==> config.mk <==
export PLATFORM = sky130hd
export DESIGN_NAME = hdiv_clock_gen
export DESIGN_NICKNAME = d
export VERILOG_FILES = /design/src/rtl/hdiv_pkg.sv /design/src/rtl/hdiv_ctrl.sv /design/src/rtl/hdiv_lock.sv /design/src/rtl/hdiv_edge_out.sv /design/src/rtl/hdiv_clock_gen.sv
export SDC_FILE = /design/constraint.sdc
export NUM_CORES = 1
export LEC_CHECK = 0
export ABC_AREA = 0
export BUFFER_PORTS_ARGS = -buffer_cell sky130_fd_sc_hd__buf_2
export CELL_PAD_IN_SITES_DETAIL_PLACEMENT = 0
export CELL_PAD_IN_SITES_GLOBAL_PLACEMENT = 2
export CORE_MARGIN = 3
export CORE_UTILIZATION = 33
export DETAILED_ROUTE_END_ITERATION = 6
export HOLD_SLACK_MARGIN = 0.08
export PLACE_DENSITY = 0.7
export SLEW_MARGIN = 20
export SYNTH_ARGS = -nofsm -noshare
export SYNTH_HDL_FRONTEND = slang
export SYNTH_SLANG_ARGS = --single-unit
==> constraint.sdc <==
create_clock -name clk_core -period 3.4 [get_ports clk_core]
set_input_delay 0.34 -clock clk_core [delete_from_list [all_inputs] [get_ports clk_core]]
set_output_delay 0.34 -clock clk_core [all_outputs]
set_load 0.05 [all_outputs]
==> src/rtl/hdiv_pkg.sv <==
`timescale 1ns/1ps
package hdiv_pkg;
    localparam int CODE_W = 3;
    localparam int HALF_W = 4;

    typedef logic [CODE_W-1:0] code_t;
    typedef logic [HALF_W-1:0] half_t;

    // Period of the output in core half-periods; 0 means stopped.
    function automatic half_t code_to_half(input code_t c);
        case (c)
            3'd1:    return half_t'(2);
            3'd2:    return half_t'(3);
            3'd3:    return half_t'(7);
            3'd4:    return half_t'(4);
            3'd5:    return half_t'(5);
            3'd6:    return half_t'(6);
            3'd7:    return half_t'(8);
            default: return half_t'(0);
        endcase
    endfunction

    // High for the first ceil(n/2) half-period slots of a period.
    function automatic logic slot_level(input half_t s, input half_t n);
        logic [HALF_W:0] lim;
        lim = ({1'b0, n} + {{HALF_W{1'b0}}, 1'b1}) >> 1;
        return ({1'b0, s} < lim);
    endfunction
endpackage

==> src/rtl/hdiv_ctrl.sv <==
`timescale 1ns/1ps
module hdiv_ctrl
    import hdiv_pkg::*;
#(
    parameter int BUS_W = 5
) (
    input  logic             clk,
    input  logic             rst_n,
    input  code_t            code_i,
    input  logic [BUS_W-1:0] bus_half_i,
    output logic             lvl_a_o,
    output logic             lvl_b_o,
    output logic             run_d_o,
    output code_t            act_o,
    output logic             fault_o
);
    typedef struct packed {
        code_t act;
        half_t h;
        logic  pend;
        logic  fault;
    } ctrl_t;

    ctrl_t st_d, st_q;
    half_t n2, hn, hh;
    logic  pend, run_d;

    always_comb begin
        st_d    = st_q;
        lvl_a_o = 1'b0;
        lvl_b_o = 1'b0;
        n2      = code_to_half(st_q.act);
        pend    = 1'b0;
        hn      = '0;
        hh      = '0;
        if (st_q.act == '0) begin
            if (code_i != '0) begin
                n2        = code_to_half(code_i);
                st_d.act  = code_i;
                st_d.pend = 1'b0;
                lvl_a_o   = slot_level(half_t'(0), n2);
                lvl_b_o   = slot_level(half_t'(1), n2);
                st_d.h    = (n2 == half_t'(2)) ? half_t'(0) : half_t'(2);
            end
        end else begin
            pend = st_q.pend | (code_i == '0);
            if (pend && (st_q.h == '0 || st_q.h == n2 - half_t'(1))) begin
                st_d.act  = '0;
                st_d.h    = '0;
                st_d.pend = 1'b0;
            end else begin
                hn        = (st_q.h + half_t'(1) >= n2) ? half_t'(0) : st_q.h + half_t'(1);
                hh        = st_q.h + half_t'(2);
                lvl_a_o   = slot_level(st_q.h, n2);
                lvl_b_o   = slot_level(hn, n2);
                st_d.h    = (hh >= n2) ? hh - n2 : hh;
                st_d.pend = pend;
            end
        end
        run_d      = (st_d.act != '0) && !st_d.pend;
        st_d.fault = run_d && (int'(code_to_half(st_d.act)) > int'(bus_half_i));
    end

    always_ff @(posedge clk or negedge rst_n) begin
        if (!rst_n) st_q <= '0;
        else        st_q <= st_d;
    end

    assign run_d_o = run_d;
    assign act_o   = st_q.act;
    assign fault_o = st_q.fault;

    p_hold_code_r6: assert property (@(posedge clk) disable iff (!rst_n)
        (st_q.act != '0) |=> (st_q.act == $past(st_q.act) || st_q.act == '0));

    p_phase_range_r3: assert property (@(posedge clk) disable iff (!rst_n)
        (st_q.act != '0) |-> (st_q.h < code_to_half(st_q.act)));
endmodule

==> src/rtl/hdiv_lock.sv <==
`timescale 1ns/1ps
module hdiv_lock #(
    parameter int LOCK_CYCLES = 16
) (
    input  logic clk,
    input  logic rst_n,
    input  logic run_i,
    output logic ready_o
);
    localparam int CNT_W = $clog2(LOCK_CYCLES + 1);

    typedef struct packed {
        logic [CNT_W-1:0] cnt;
        logic             ready;
    } lock_t;

    lock_t lk_d, lk_q;

    always_comb begin
        lk_d = lk_q;
        if (!run_i) begin
            lk_d.cnt   = '0;
            lk_d.ready = 1'b0;
        end else begin
            if (lk_q.cnt != CNT_W'(LOCK_CYCLES)) lk_d.cnt = lk_q.cnt + 1'b1;
            lk_d.ready = (lk_d.cnt == CNT_W'(LOCK_CYCLES));
        end
    end

    always_ff @(posedge clk or negedge rst_n) begin
        if (!rst_n) lk_q <= '0;
        else        lk_q <= lk_d;
    end

    assign ready_o = lk_q.ready;

    p_ready_needs_run_r5: assert property (@(posedge clk) disable iff (!rst_n)
        (!run_i) |=> !ready_o);
endmodule

==> src/rtl/hdiv_edge_out.sv <==
`timescale 1ns/1ps
module hdiv_edge_out (
    input  logic clk,
    input  logic rst_n,
    input  logic lvl_a_i,
    input  logic lvl_b_i,
    output logic clk_o
);
    typedef struct packed {
        logic p;
        logic bh;
    } pos_t;

    pos_t pos_d, pos_q;
    logic neg_d, neg_q;

    always_comb begin
        pos_d.p  = lvl_a_i ^ neg_q;
        pos_d.bh = lvl_b_i;
        neg_d    = pos_q.bh ^ pos_q.p;
    end

    always_ff @(posedge clk or negedge rst_n) begin
        if (!rst_n) pos_q <= '0;
        else        pos_q <= pos_d;
    end

    always_ff @(negedge clk or negedge rst_n) begin
        if (!rst_n) neg_q <= 1'b0;
        else        neg_q <= neg_d;
    end

    assign clk_o = pos_q.p ^ neg_q;
endmodule

==> src/rtl/hdiv_clock_gen.sv <==
`timescale 1ns/1ps
module hdiv_clock_gen
    import hdiv_pkg::*;
#(
    parameter int LOCK_CYCLES = 16,
    parameter int BUS_W       = 5
) (
    input  logic             clk_core,
    input  logic             rst_n,
    input  logic [2:0]       ratio_code,
    input  logic [BUS_W-1:0] bus_half,
    output logic             div_clk,
    output logic             lock_ready,
    output logic             ratio_fault
);
    logic  lvl_a, lvl_b, run_d;
    code_t act;

    hdiv_ctrl #(.BUS_W(BUS_W)) u_ctrl (
        .clk        (clk_core),
        .rst_n      (rst_n),
        .code_i     (ratio_code),
        .bus_half_i (bus_half),
        .lvl_a_o    (lvl_a),
        .lvl_b_o    (lvl_b),
        .run_d_o    (run_d),
        .act_o      (act),
        .fault_o    (ratio_fault)
    );

    hdiv_lock #(.LOCK_CYCLES(LOCK_CYCLES)) u_lock (
        .clk     (clk_core),
        .rst_n   (rst_n),
        .run_i   (run_d),
        .ready_o (lock_ready)
    );

    hdiv_edge_out u_out (
        .clk     (clk_core),
        .rst_n   (rst_n),
        .lvl_a_i (lvl_a),
        .lvl_b_i (lvl_b),
        .clk_o   (div_clk)
    );

    p_lock_clear_r5: assert property (@(posedge clk_core) disable iff (!rst_n)
        (ratio_code == 3'd0) |=> !lock_ready);

    p_idle_low_r8: assert property (@(posedge clk_core) disable iff (!rst_n)
        (act == '0 && $past(act) == '0) |-> !div_clk);

    p_fault_gated_r7: assert property (@(posedge clk_core) disable iff (!rst_n)
        ratio_fault |-> (act != '0));
endmodule

==> flow_summary.json <==
{
  "status": "completed",
  "synth_top_cell_area_share_pct": 24.0,
  "drt_first_pass_iters": 4,
  "gp_congestion": 0.820,
  "crit_buf_inv": 1,
  "slew_viol_final": 0,
  "path_max_fanout": 6,
  "finalHoldWorstSlack_ns": 0.107,
  "path_cells": "inv_6 > nor2_1 > nand2_1 > a21boi_2 > ha_1 > xor2_2 > nand2_2 > a21oi_2 > a221oi_2 > or2_2 > a21oi_1 > ha_1 > nor2b_1 > o21ai_0 > nand2b_1 > a21oi_1 > nor3_1",
  "hold_viol_final": 0,
  "grt_pass1_vias": 1598,
  "ioPinCount": 13,
  "cts_made_buffers": 3,
  "core_mm2": 0.00514,
  "grt_usage_pct": 15.6,
  "clock-sinks": 18,
  "grt_start_max_net_pins": 18,
  "dieWidth_um": 79.3,
  "path_class": "flip-flop to flip-flop",
  "synth_edf_count": 0,
  "antenna_found_initial": 0,
  "ys_top_cells_by_count": "ha_1 (23), nor2_1 (23), inv_1 (20)",
  "dp.cells": 293,
  "min_path_type": "input port to asynchronous set/reset pin",
  "cts_buffer_depth": 2,
  "ys_top_cells_by_area": "dfrtp_1 (24%), ha_1 (16%), nor2_1 (4.9%)",
  "synth_warnings": 0,
  "syn_to_final_growth_pct": 16.2,
  "regArea_um2": 450,
  "fin_ws_ns": 0.196,
  "hpwl_mm": 3.56,
  "max_cap_viol_count": 0,
  "synth_cell_types": 54,
  "cp.required_ns": 3.52,
  "port_buffers": 12,
  "grt_pass1_wl_mm": 7.70,
  "cts-root-buf": "clkbuf_8",
  "critPathLaunchType": "flip-flop",
  "critPathMaxStageDelay_ns": 0.43,
  "vias": 1528,
  "ys_ff_latch": 18,
  "worst_setup_path_end_kind": "flip-flop",
  "syn_inst": 207,
  "drtIter0Drc": 52,
  "clk_latency_ns": 0.27,
  "multi_input_area_mm2": 0.00124,
  "cp.arrival_ns": 3.32,
  "synth_area_mm2": 0.00177,
  "synthFlopType": "dfrtp_1",
  "fin_cells": 298,
  "cp_slowest_cell": "dfrtp_1",
  "clk_pin_slew_ns": 0.08,
  "start_util_pct": 34.5,
  "tightest_slew_ns": 0.520,
  "rows": 26,
  "slew_headroom_pct": 64.5,
  "clock_skew_ns": 0.0156,
  "drcViolationCount": 0,
  "die_y_um": 79.3,
  "fin_crit_ns": 3.20,
  "wirelength_mm": 4.54,
  "cp_top_family": "simple AND/OR/NAND/NOR gates",
  "drive_gt1_share_pct": 19.3,
  "cts_tree": "done",
  "syn_avg_cell_area_um2": 8.56,
  "fillers": 537,
  "holdBufCountCts": 0,
  "dp_slack_ns": 0.148,
  "vias_per_cell": 5.13,
  "diodes": 0,
  "fmax_ghz": 0.312,
  "post-route-period-util_pct": 94.2,
  "wl_per_cell_um": 15.2,
  "ant_nets": 0,
  "seq_area_frac_synth_pct": 25.4,
  "finalSetupViolCount": 0,
  "synth_top_area_cell": "dfrtp_1",
  "grt-ovfl-total": 0,
  "h-tree-depth": 1,
  "fin_nets": 263,
  "die_area_mm2": 0.00629,
  "synthArstFlopShare_pct": 100
}
## layer usage
layer	share of wire [%]	track usage [%]
met4	2.4	5.50
met1	46	20.5
met2	47	25.8
met3	4.1	2.61
met5	0	0
## cell type report
cell class | count | share of cell area, %
repair buffers | 22 | 6.56
clock buffers | 4 | 2.67
inverters | 22 | 4.25
well taps | 70 | 4.25
flip-flops and latches | 18 | 21.9
multi-input cells | 162 | 60.4
## registers in the layout, summed over array words and instances, names as in the netlist
signal and count:
u_ctrl.act_o 3, u_ctrl.fault_o 1, u_ctrl.st_q 5, u_lock.lk_q 5, u_lock.ready_o 1, u_out.neg_q 1, u_out.pos_q 2
## cells in the final DEF (no fill, tap or decap), types with 2 or more instances in the layout
cell type / count
a21boi_0: 2
a21o_1: 3
a21oi_1: 13
a31oi_1: 6
buf_2: 12
buf_4: 10
clkbuf_8: 4
conb_1: 2
dfrtp_1: 17
ha_1: 23
inv_1: 20
maj3_1: 2
mux2i_1: 3
nand2_1: 11
nand2_2: 2
nand2b_1: 5
nand3_1: 5
nand3b_1: 2
nor2_1: 23
nor2b_1: 3
nor3_1: 6
o21ai_0: 8
o32ai_1: 2
xnor2_1: 6
xor2_1: 5
xor2_2: 2
## through the flow
step	utilization [%]	instance area [um^2]	TNS, ns
floorplan	-	1780	0
global placement	38.1	1960	0
detailed placement	38.1	1960	0
CTS	39.2	2010	0
global route	40.1	2060	-0.0505
finish	40.1	2060	0
## final timing paths
path | start | end | slack (ns) | cells past startpoint
worst max register to register | u_ctrl.act_o[2] | u_ctrl.fault_o | 0.20 | 17
worst min-delay path | rst_n | u_ctrl.act_o[1] | 0.11 | 2
worst max-delay path | u_ctrl.act_o[2] | u_ctrl.fault_o | 0.20 | 17
worst min register to register | u_ctrl.st_q[1] | u_ctrl.st_q[1] | 0.56 | 2
min in group clk_core | bus_half[4] | u_ctrl.fault_o | 0.33 | 3
max in group asynchronous | rst_n | u_out.neg_q | 1.79 | 1
## kinds of logic (layout without fill, tap and decap cells)
| group | count (synthesis) | in the layout | synth area share, % |
|---|---|---|---|
| flops | 18 | 18 | 25.4 |
| other cells | 1 | 2 | 0.212 |
| xor+xnor | 14 | 14 | 7.76 |
| simple gates | 63 | 63 | 17.6 |
| mux | 5 | 5 | 3.18 |
| buf+inv | 28 | 48 | 6.77 |
| compound gates | 52 | 52 | 20.5 |
| fa+ha+maj | 26 | 26 | 18.5 |
## repair_timing
action | CTS | global route
gates resized for setup | 0 | 8
buffers inserted | 0 | 1
endpoints found under the setup margin | 0 | 2
Power is not shown: default switching activity piles up to over one toggle a cycle in this logic, so the estimate is an artifact.
